File: config.mk
export PLATFORM = sky130hd
export DESIGN_NAME = gpio_port_ctl
export DESIGN_NICKNAME = d
export VERILOG_FILES = /design/src/rtl/gpio_pkg.sv /design/src/rtl/gpio_regfile.sv /design/src/rtl/gpio_sync.sv /design/src/rtl/gpio_pin_mux.sv /design/src/rtl/gpio_port_ctl.sv
export SDC_FILE = /design/constraint.sdc
export NUM_CORES = 1
export LEC_CHECK = 0
export BUFFER_PORTS_ARGS = -buffer_cell sky130_fd_sc_hd__buf_4
export CORE_AREA = 2 2 68 70
export CTS_CLUSTER_DIAMETER = 80
export CTS_CLUSTER_SIZE = 10
export DETAILED_ROUTE_END_ITERATION = 7
export DIE_AREA = 0 0 70 72
export GPL_TIMING_DRIVEN = 0
export PLACE_DENSITY = 0.82
export SKIP_LAST_GASP = 1
export SLEW_MARGIN = 20
export SYNTH_ARGS = -nofsm -noshare
export SYNTH_HDL_FRONTEND = slang
export SYNTH_SLANG_ARGS = --single-unit
export TNS_END_PERCENT = 50
File: constraint.sdc
create_clock -name clk -period 1.6 [get_ports clk]
set_clock_uncertainty 0.05 [all_clocks]
set_input_delay 0.16 -clock clk [delete_from_list [all_inputs] [get_ports clk]]
set_output_delay 0.16 -clock clk [all_outputs]
set_load 0.03 [all_outputs]
File: src/rtl/gpio_pkg.sv
package gpio_pkg;

    typedef enum logic [1:0] {
        SEL_DATA = 2'd0,
        SEL_DIR  = 2'd1,
        SEL_PULL = 2'd2,
        SEL_NONE = 2'd3
    } reg_sel_e;

    typedef struct packed {
        logic drive;
        logic level;
        logic up;
        logic down;
    } pin_ctl_t;

    // Resolve one pin's buffer and pull requests.
    function automatic pin_ctl_t resolve_pin(
        input logic owned,
        input logic p_oe,
        input logic p_out,
        input logic dir,
        input logic latch,
        input logic pull,
        input logic swap_ok
    );
        pin_ctl_t r;
        logic want_pull;
        logic invert;
        r.drive   = owned ? p_oe : dir;
        r.level   = owned ? p_out : latch;
        want_pull = pull & ~r.drive;
        invert    = swap_ok & owned;
        r.up      = want_pull & ~invert;
        r.down    = want_pull & invert;
        return r;
    endfunction

endpackage

File: src/rtl/gpio_regfile.sv
module gpio_regfile #(
    parameter int W = 8
) (
    input  logic         clk,
    input  logic         rst,
    input  logic         wr,
    input  logic [1:0]   addr,
    input  logic [W-1:0] wdata,
    output logic [W-1:0] data_q,
    output logic [W-1:0] dir_q,
    output logic [W-1:0] pull_q
);
    import gpio_pkg::*;

    reg_sel_e sel;
    assign sel = reg_sel_e'(addr);

    always_ff @(posedge clk) begin
        if (rst) begin
            data_q <= '0;
            dir_q  <= '0;
            pull_q <= '0;
        end else if (wr) begin
            case (sel)
                SEL_DATA: data_q <= wdata;
                SEL_DIR:  dir_q  <= wdata;
                SEL_PULL: pull_q <= wdata;
                default:  ;
            endcase
        end
    end
endmodule

File: src/rtl/gpio_sync.sv
module gpio_sync #(
    parameter int W      = 8,
    parameter int STAGES = 2
) (
    input  logic         clk,
    input  logic         rst,
    input  logic [W-1:0] d,
    output logic [W-1:0] q
);
    logic [W-1:0] chain [STAGES];

    always_ff @(posedge clk) begin
        if (rst) begin
            for (int s = 0; s < STAGES; s++) chain[s] <= '0;
        end else begin
            chain[0] <= d;
            for (int s = 1; s < STAGES; s++) chain[s] <= chain[s-1];
        end
    end

    assign q = chain[STAGES-1];
endmodule

File: src/rtl/gpio_pin_mux.sv
module gpio_pin_mux #(
    parameter int W     = 8,
    parameter int KB_LO = 4
) (
    input  logic [W-1:0] own,
    input  logic [W-1:0] p_oe,
    input  logic [W-1:0] p_out,
    input  logic [W-1:0] p_rise,
    input  logic [W-1:0] dir,
    input  logic [W-1:0] latch,
    input  logic [W-1:0] pull,
    output logic [W-1:0] pad_out,
    output logic [W-1:0] pad_oe,
    output logic [W-1:0] pad_pu,
    output logic [W-1:0] pad_pd
);
    import gpio_pkg::*;

    for (genvar i = 0; i < W; i++) begin : g_pin
        logic     swap_ok;
        pin_ctl_t ctl;
        if (i >= KB_LO) begin : g_swap
            assign swap_ok = p_rise[i];
        end else begin : g_fixed
            assign swap_ok = 1'b0;
        end
        assign ctl = resolve_pin(own[i], p_oe[i], p_out[i], dir[i],
                                 latch[i], pull[i], swap_ok);
        assign pad_oe[i]  = ctl.drive;
        assign pad_out[i] = ctl.level;
        assign pad_pu[i]  = ctl.up;
        assign pad_pd[i]  = ctl.down;
    end

    logic unused_rise;
    assign unused_rise = ^p_rise[(KB_LO > 0 ? KB_LO : 1)-1:0];
endmodule

File: src/rtl/gpio_port_ctl.sv
module gpio_port_ctl #(
    parameter int W     = 8,
    parameter int KB_LO = 4
) (
    input  logic         clk,
    input  logic         rst,
    input  logic         bus_wr,
    input  logic [1:0]   bus_addr,
    input  logic [W-1:0] bus_wdata,
    output logic [W-1:0] bus_rdata,
    input  logic [W-1:0] pad_in,
    input  logic [W-1:0] per_own,
    input  logic [W-1:0] per_oe,
    input  logic [W-1:0] per_out,
    input  logic [W-1:0] per_rise,
    output logic [W-1:0] pad_out,
    output logic [W-1:0] pad_oe,
    output logic [W-1:0] pad_pu,
    output logic [W-1:0] pad_pd
);
    import gpio_pkg::*;

    localparam int SYNC_STAGES = 2;

    logic [W-1:0] data_q, dir_q, pull_q, sync_q;

    gpio_regfile #(.W(W)) u_regs (
        .clk(clk), .rst(rst), .wr(bus_wr), .addr(bus_addr), .wdata(bus_wdata),
        .data_q(data_q), .dir_q(dir_q), .pull_q(pull_q)
    );

    gpio_sync #(.W(W), .STAGES(SYNC_STAGES)) u_sync (
        .clk(clk), .rst(rst), .d(pad_in), .q(sync_q)
    );

    gpio_pin_mux #(.W(W), .KB_LO(KB_LO)) u_mux (
        .own(per_own), .p_oe(per_oe), .p_out(per_out), .p_rise(per_rise),
        .dir(dir_q), .latch(data_q), .pull(pull_q),
        .pad_out(pad_out), .pad_oe(pad_oe), .pad_pu(pad_pu), .pad_pd(pad_pd)
    );

    always_comb begin
        case (reg_sel_e'(bus_addr))
            SEL_DATA: bus_rdata = (dir_q & data_q) | (~dir_q & sync_q);
            SEL_DIR:  bus_rdata = dir_q;
            SEL_PULL: bus_rdata = pull_q;
            default:  bus_rdata = '0;
        endcase
    end
endmodule

Yosys cells after proc, flatten, opt, wreduce, memory -nomap -nowiden

Memory sizes are Yosys's and may differ from the RTL's.
Cells that the tools add are included.

Register bits after elaboration: 24
Word-level logic and storage cells: 70
Output and inout bits: 40
Bits of input ports: 53
Memories: 1
RAM bits: 16

Memories:

| name         | words | bits a word | read ports | clocked after Yosys merged registers in | write ports | RTL line        | RTL |
|---|---|---|---|---|---|---|---|
| u_sync.chain | 2     | 8           | 2          | 0                                       | 2           | gpio_sync.sv:10 | `logic [W-1:0] chain [STAGES];` |

Multiplexer cells: 22
Reductions and logical operators: 4
Bitwise logic cells: 38
Equal/unequal tests: 2

Operator list:

| cell               | number |
|---|---|
| $pmux 8 s3         | 1 |
| $and 1x1->1        | 20 |
| $mux 1             | 19 |
| $and 8x8->8        | 2 |
| $mux 8             | 2 |
| $not 1->1          | 12 |
| $not 8->8          | 1 |
| $or 8x8->8         | 1 |
| $reduce_and 2->1   | 3 |
| $eq 2x1->1 const B | 1 |
| $eq 2x2->1 const B | 1 |
| $logic_not 2->1    | 1 |
| $or 1x1->1         | 2 |

Logic depth before layout (Yosys ltp)

Gate-level depths: netlist of the first run.

Depth after elaboration: 4
Depth in mapped cells: 4
Gate-level depth less buffers: 2

Cells and area by module

A second synthesis of the first run with hierarchy kept.

Cell total of the unflattened synthesis: 214
Area total of the unflattened synthesis: 2,169.6 um2

By module, submodules not included:

| module        | seq. area each (um2) | area each (um2) | instances | cells each |
|---|---|---|---|---|
| gpio_regfile  | 480.5                | 999.7           | 1         | 91 |
| gpio_sync     | 320.3                | 524.3           | 1         | 41 |
| gpio_pin_mux  | 0.0                  | 404.1           | 1         | 45 |
| gpio_port_ctl | 0.0                  | 241.5           | 1         | 37 |

Worst setup path after synthesis of the first run

No wires, ideal clock.

Kind: register to output
Start point: reg u_regs.dir_q[0]
End point: out pad_pu[0]
Arrival time: 1.088 ns
Setup slack: 0.302 ns
Required time: 1.390 ns
Stages on the path, launching flop included: 3
Buffers on the path: 0
Cells stage by stage: dfxtp_1 mux2_2 nor2_1

Word-level cells in the longest chain between the ends: 3

Ends and longest elaborated chain:

| item                   | RTL line            | RTL |
|---|---|---|
| from (decl)            | gpio_regfile.sv:10  | `output logic [W-1:0] dir_q,` |
| from (signal assigned) | gpio_regfile.sv:26  | `SEL_DIR: dir_q <= wdata;` |
| $mux 1                 | gpio_pkg.sv:30      | `r.drive = owned ? p_oe : dir;` |
| net pad_oe[0]          | gpio_port_ctl.sv:17 | `output logic [W-1:0] pad_oe,` |
| $not 1->1              | gpio_pkg.sv:32      | `want_pull = pull & ~r.drive;` |
| $and 1x1->1            | gpio_pkg.sv:32      |  |
| to (decl)              | gpio_port_ctl.sv:18 | `output logic [W-1:0] pad_pu,` |

The timed path passes the listed nets, and every way through them passes these cells.

Final worst setup path of the first run

Start point: reg u_regs.data_q[2]
End point: out bus_rdata[2]

Word-level cells in the longest chain between the ends: 3

Ends and longest elaborated chain:

| item                   | RTL line            | RTL |
|---|---|---|
| from (decl)            | gpio_regfile.sv:9   | `output logic [W-1:0] data_q,` |
| from (signal assigned) | gpio_regfile.sv:25  | `SEL_DATA: data_q <= wdata;` |
| $and 8x8->8            | gpio_port_ctl.sv:44 | `SEL_DATA: bus_rdata = (dir_q & data_q) \| (~dir_q & sync_q);` |
| $or 8x8->8             | gpio_port_ctl.sv:44 |  |
| $pmux 8 s3             | gpio_port_ctl.sv:43 | `case (reg_sel_e'(bus_addr))` |
| to (decl)              | gpio_port_ctl.sv:10 | `output logic [W-1:0] bus_rdata,` |

Every way passes these cells.

==> impl_results.md, run 1 <==
* Crit path cell chain: or2_2 -> a221o_1 -> buf_6
* Routed vias/inst at just over 5
* Internal cell power at between 1500 and 2000 uW
* Number of pins exceeding their max-slew limit in the final report at 0
* Worst Tran Pin Value at 0.5017 ns
* CTS clk-pin slew, worst paths at roughly 0.070 ns
* Switching Share at between 20 and 30%
* Worst flop-to-flop path startpoint: u_regs.data_q[6]
* Core box area at 4264 sq um
* Startpoint class of the critical path: flop
* Net count, final at approximately 350
* Die Y-Extent at 72 um
* Type of the worst setup path: reg -> out
* Share of the clock period used by the worst path after layout at a little under 100%
* TritonCTS clock tree: built
* Starting utilization of the core area at between 40% and 50%
* Worst stage delay on the critical path at 0.33 ns
* Die Outline Area at 5040 sq um
* RSZ-0062 raised after global routing: true
* Clock root buffer master: clkbuf_8
* Total congestion overflow after global routing at 0
* Setup total negative slack at 0 ns
* Place WS at 0.1469 ns
* Hold path cells at 2
* Largest net degree at the start of global routing at 12
* Kind of path behind the tightest hold check: in -> reg
* Cell type group with the largest total delay on the critical path: flip-flops
* Area growth from synthesis to layout at 41.17%
* Number of input and output port buffers inserted at 83
* Number of global-route vias before repair at approximately 1800
* Detailed Route WL at between 5 and 6 mm
* Endpoint, Worst Hold: u_sync.chain[0][7]
* Critical Path End Type: output port
* Parity-gate share of the synthesized area counting xor and xnor cells at 0%
* Most frequent cells after synthesis: dfxtp_1, nand2b_1, nor2b_1
* Largest family of logic cells by synthesized area: simple AND/OR/NAND/NOR gates
* Reg2Reg Depth at 3
* Max stage delay cell, worst path: dfxtp_1
* Post-Route Utilization at between 60% and 70%
* Capture point of the worst reg-to-reg path: u_regs.data_q[6]
* Final estimated routing congestion in global placement at just under 0.8
* Number of buffers inserted during clock tree synthesis at 5
* Top-area cell type share of the netlist area at approximately two fifths
* Status: completed
* Number of standard cells after synthesis at 206
* Start point of the worst hold path: pad_in[7]
* Reported net switching power at around 610 uW
* FF-to-FF setup slack at ~0.85 ns
* Synth Cell Area at around 2100 sq um
* Leak at roughly 0.0014 uW
* Adder and majority cell fraction of the synthesized area at 0%
* Bufs on Longest Clock Path at 2
* Sequential Power Share at 46.6%
* Flops & latches, synth at 40
* Antenna diode instance count at 0
* Synth top area cells: dfxtp_1, mux2i_1, nand2b_1
* Power density over the cells at 779.3 nW/um^2
* Max VDD drop at about 0.00057 V
* Total number of placement rows at 24
* Clock latency on the worst-skew pair at a little under 0.3 ns
* Required time of the critical path at 1.39 ns
* Max-capacitance violation count at 0
* Synth Area in Compound Gates at under 10%
* Share of synthesized area occupied by flip-flops and latches at about two fifths
* Die Width at 70 um
* Clock H-tree levels at 2
* Share of synthesized cell area in and, or, nand and nor gates at 30.53%
* Post-route ant nets at 0
* Number of placed I/O pins at slightly above 90
* First-pass detailed-route iteration total at 4
* Number of antenna violations at the first check in global routing at 0
* Number of flops mapped to enable cells by yosys at 0
* Number of design rule violations left after detail routing at 0
* Avg Inst Size Synth at ~10 sq um
* Cell type with the largest total area after synthesis: dfxtp_1
* Max Fanout on Critical Path at 3
* Final critical-path required period at about 1.6 ns
* First-pass GRT wire length at 8.155 mm
* Share of cell area taken by muxes after synthesis at between 20% and 30%
* Share of async-settable or async-resettable flops after synthesis at 0%
* Count of yosys warnings during synthesis at 0
* Total track usage at a little over 20%
* Total number of clock tree sinks at 40
* Clock network fraction of total power at around 32%
* Highest Clock Rate at 0.6295 GHz
* Area after detailed placement at roughly 2800 sq um
* Data arrival time of the critical path at around 1.4 ns
* Final setup violation count at 0
* Number of vias in the routed layout at roughly 1800
* Slack of the critical path at ~0.012 ns
* DRC violation total after the first TritonRoute iteration at 71
* Most common cell in the netlist: dfxtp_1
* Number of hold-slack violations in the final timing report at 0
* Hold-fix buffers at CTS at 0
* Design area at roughly 2900 sq um
* Layout cells sized above 1 at 44.52%
* Remaining max-slew budget at the tightest pin at roughly 67%
* Number of buffers and inverters on the critical path at 1
* Post-synthesis cell type count at 24
* Flip-flop cell with the highest count after synthesis: dfxtp_1
* Relative contribution of combinational cells to total power at between 20% and 30%
* Average wire per standard cell at around 15 um
* Detailed placer's ending HPWL at ~3.8 mm
worst register-to-register path: cells and delay by family, from the launching register on:
kind                   cells  cell delay, ns
flip-flops                 1            0.32
buffers and inverters      1            0.13
AND/OR/NAND/NOR            1            0.06
multiplexers               1            0.06
registers in the layout (all words and copies together), names as in the netlist:
signal,cells
u_regs.data_q,8
u_regs.dir_q,8
u_regs.pull_q,8
u_sync.chain,16
stage by stage:
step	cells	hold slack (ns)	power, uW
2_1_floorplan	209	0.2382	1355
3_3_place_gp	344	0.3197	1548
3_5_place_dp	344	0.3260	1559
4_1_cts	351	0.01658	2271
5_1_grt	353	0.02126	2357
6_report	353	0.01795	2277
cell families (layout without fill, tap and decap cells):
kind of cell           after synthesis  after routing
flip-flops                          40             40
AO/OA/AOI/OAI                       12             12
other                                1              4
AND/OR/NAND/NOR                     94             94
multiplexers                        40             40
buffers and inverters               19            111
cell type report:
class / instances / area (sq um)
clock buffers: 7 / 96.34
repair buffers: 85 / 653.1
plain buffers: 15 / 87.58
inverters: 4 / 15.01
flip-flops and latches: 40 / 807.0
fillers: 353 / 1343
well taps: 52 / 65.06
multi-input cells: 150 / 1197
metal layers:
layer	vias to the layer above	track usage (%)	share of wire, %
met5	-	0	0
met4	0	7.906	1.3
met3	7	4.861	5.1
met2	55	34.50	50
met1	871	25.97	44
li1	891	-	-
placed cells by master (no fill, tap or decap), drive strengths merged, types with 2 or more instances in the layout:
cell	count
nor4b	8
nor2b	25
conb	4
a221o	8
or2	8
nand2b	32
dfxtp	40
nand3b	2
nor2	8
buf	95
o21a	4
clkbuf	12
mux2	16
nor3b	5
inv	4
mux2i	24
and4b	4
power by group through the flow:
stage / clock network [uW] / registers, uW / logic [uW]
2_1_floorplan: 0 / 1070 / 282
3_3_place_gp: 0 / 1080 / 469
3_5_place_dp: 0 / 1080 / 478
4_1_cts: 733 / 1060 / 481
5_1_grt: 772 / 1060 / 521
6_report: 728 / 1060 / 489
worst max-delay path by stage:
stage / startpoint / to / slack (ns) / cells after the start
floorplan: u_regs.dir_q[0] / pad_pu[0] / 0.30 / 2
global placement: bus_addr[0] / bus_rdata[0] / 0.16 / 5
detailed placement: bus_addr[0] / bus_rdata[1] / 0.15 / 5
CTS: u_regs.data_q[7] / bus_rdata[7] / -0.002 / 3
global route: u_regs.data_q[4] / bus_rdata[4] / -0.02 / 3
finish: u_regs.data_q[2] / bus_rdata[2] / 0.01 / 3
what timing repair did:
item                                    in CTS  in global routing
pin swaps                                    0                  3
endpoints found under the setup margin       3                  7
endpoints found under the hold margin        0                  0
buffers inserted                             0                  2
gates resized for setup                      2                 12
Note: power is estimated with default switching activity, not from simulation.
==> run 2, diff against run 1 <==
Clock period 1.6 ns to 1.9 ns, I/O delays scaled along.
==> run 2 against run 1 <==
Against the previous run:
- sequential power shrank 16%
- highest routed layer unchanged
- clock power shrank 17%
- routed wire length shrank 2.1%
- via count shrank 0.33%
- critical path depth is the same
- final cell count shrank 0.57%
- first-iteration DRC count grew 34%
- critical path type unchanged
- hold slack gained 0.034 ns
==> impl_results.md, run 2 (synthesized netlist as in run 1, its figures left out) <==
* Post-cts resize count at 0 (-2)
* Detailed placer's ending HPWL at 3.767 mm (unchanged)
* Number of inserted filler cells in the final layout at 359 (+1.7%)
* Max VDD drop at 0.0004677 V (-17%)
* Core box area at 4264 sq um (unchanged)
* Layout cells sized above 1 at 41.81% (-2.7 points)
* Post-Route Utilization at 67.19% (-1.3 points)
* Startpoint class of the critical path: flop
* Max Fanout on Critical Path at 3 (unchanged)
* Total congestion overflow after global routing at 0 (unchanged)
* Data arrival time of the critical path at 1.40 ns (+0.02 ns)
* Die Width at 70 um (unchanged)
* Clock latency on the worst-skew pair at 0.29 ns (about the same)
* TritonCTS clock tree: built
* Status: completed
* Average wire per standard cell at 14.36 um (-1.6%)
* Number of flip-flops in the largest register at 16 (unchanged)
* Die Y-Extent at 72 um (unchanged)
* Number of antenna violations at the first check in global routing at 0 (unchanged)
* Final setup violation count at 0 (unchanged)
* Placed Instances at 344 (unchanged)
* Die Outline Area at 5040 sq um (unchanged)
* Required time of the critical path at 1.66 ns (+0.27 ns)
* Power density over the cells at 663.3 nW/um^2 (-15%)
* Bufs on Longest Clock Path at 2 (unchanged)
* Share of the clock period used by the worst path after layout at 86.08%
* Starting utilization of the core area at 48.53% (unchanged)
* Top library cells by usage in the layout, fill and taps aside: buf_4, dfxtp_1, nand2b_1, nor2b_1, mux2i_1
* Post-route non-filler standard cell count at 351 (-0.57%)
* Total number of placement rows at 24 (unchanged)
* Final estimated routing congestion in global placement at 0.7681 (unchanged)
* Number of buffers inserted during clock tree synthesis at 5 (unchanged)
* Remaining max-slew budget at the tightest pin at 65.58% (-0.94 points)
* Leak at 0.001356 uW (-1.4%)
* Number of vias in the routed layout at 1818 (-0.33%)
* Total track usage at 20.64% (+0.030 points)
* Number of placed I/O pins at 93 (unchanged)
* CTS clk-pin slew, worst paths at 0.07 ns (about the same)
* Critical Path End Type: output port
* Type of the worst setup path: reg -> out
* Number of input and output port buffers inserted at 83 (unchanged)
* Total number of clock tree sinks at 40 (unchanged)
* Buffer count from post-CTS setup fixing at 0 (unchanged)
* Post-route ant nets at 0 (unchanged)
* Worst Tran Pin Value at 0.5157 ns (+0.01405 ns)
* First-pass GRT wire length at 8.169 mm (+0.17%)
* Largest net degree at the start of global routing at 12 (unchanged)
* Number of global-route vias before repair at 1768 (+0.40%)
* Clock root buffer master: clkbuf_8
* Total power after layout at 1901 uW (-17%)
* Kind of path behind the tightest hold check: in -> reg
* Routed vias/inst at 5.179 (+0.24%)
* Number of design rule violations left after detail routing at 0 (unchanged)
* Net count, final at 352 (-0.56%)
* Final critical-path required period at ~1.6 ns
* Number of pins exceeding their max-slew limit in the final report at 0 (unchanged)
* RSZ-0062 raised after global routing: false
* Highest Clock Rate at 0.6114 GHz
* Detailed Route WL at 5.040 mm (-2.1%)
* Max-capacitance violation count at 0 (unchanged)
* DRC violation total after the first TritonRoute iteration at 95 (+34%)
* Hold-fix buffers at CTS at 0 (unchanged)
* Setup total negative slack at 0 ns (unchanged)
* Commonest non-fill, non-tap cell in the layout: buf_4
* Register name with the most flops: u_sync.chain
* First-pass detailed-route iteration total at 4 (unchanged)
* Area growth from synthesis to layout at 38.45%
* Clock H-tree levels at 2 (unchanged)
* Number of hold-slack violations in the final timing report at 0 (unchanged)
* Antenna diode instance count at 0 (unchanged)
run 2: changes by cell type in the layout (fill, tap and decap cells not counted), sizes merged:
cell,previous run,this run
buf,95,93
run 2: worst max-delay path, stage by stage (launching register included):
cell	delay, ns
dfxtp_1	0.32
or2_2	0.29
a221o_1	0.31
buf_4	0.17
run 2: metrics by stage:
stage               hold WS [ns]  worst slack (ns)  area, sq um
finish                   0.05179            0.2645         2865
floorplan                 0.2682            0.5722         2081
global route             0.05138            0.2234         2865
CTS                      0.04658            0.2593         2865
detailed placement        0.3560            0.3869         2769
global placement          0.3497            0.4030         2769
run 2: path summary, 6_finish.rpt:
path / from / end / slack, ns / cells after the start
max reg2reg: u_regs.dir_q[6] / u_regs.dir_q[6] / 1.17 / 2
min reg2reg: u_sync.chain[0][6] / u_sync.chain[0][14] / 0.39 / 1
min: pad_in[7] / u_sync.chain[0][7] / 0.05 / 2
max: u_regs.data_q[6] / bus_rdata[6] / 0.26 / 3
run 2: power breakdown:
group	internal (uW)	total, uW	leakage (uW)	switching, uW
combinational	202	403	0.000978	200
sequential	872	891	0.000327	19.6
clock	323	607	0.0000503	283
total	1400	1900	0.00136	503
run 2: routing by layer:
layer  vias to the layer above  global-route usage, %  part of all wire, %
li1                        887                      -                    -
met1                       866                  25.97                   43
met2                        59                  34.60                   50
met3                         6                  4.861                  5.6
met4                         0                  7.906                  1.3
met5                         -                      0                    0
run 2: layout make-up:
type,count,area (sq um),share of cell area (%)
plain buffers,15,87.58,3.057
clock buffers,7,96.34,3.362
inverters,4,15.01,0.5240
repair buffers,83,623.1,21.75
flip-flops and latches,40,800.8,27.95
multi-input cells,150,1177,41.09
well taps,52,65.06,2.271
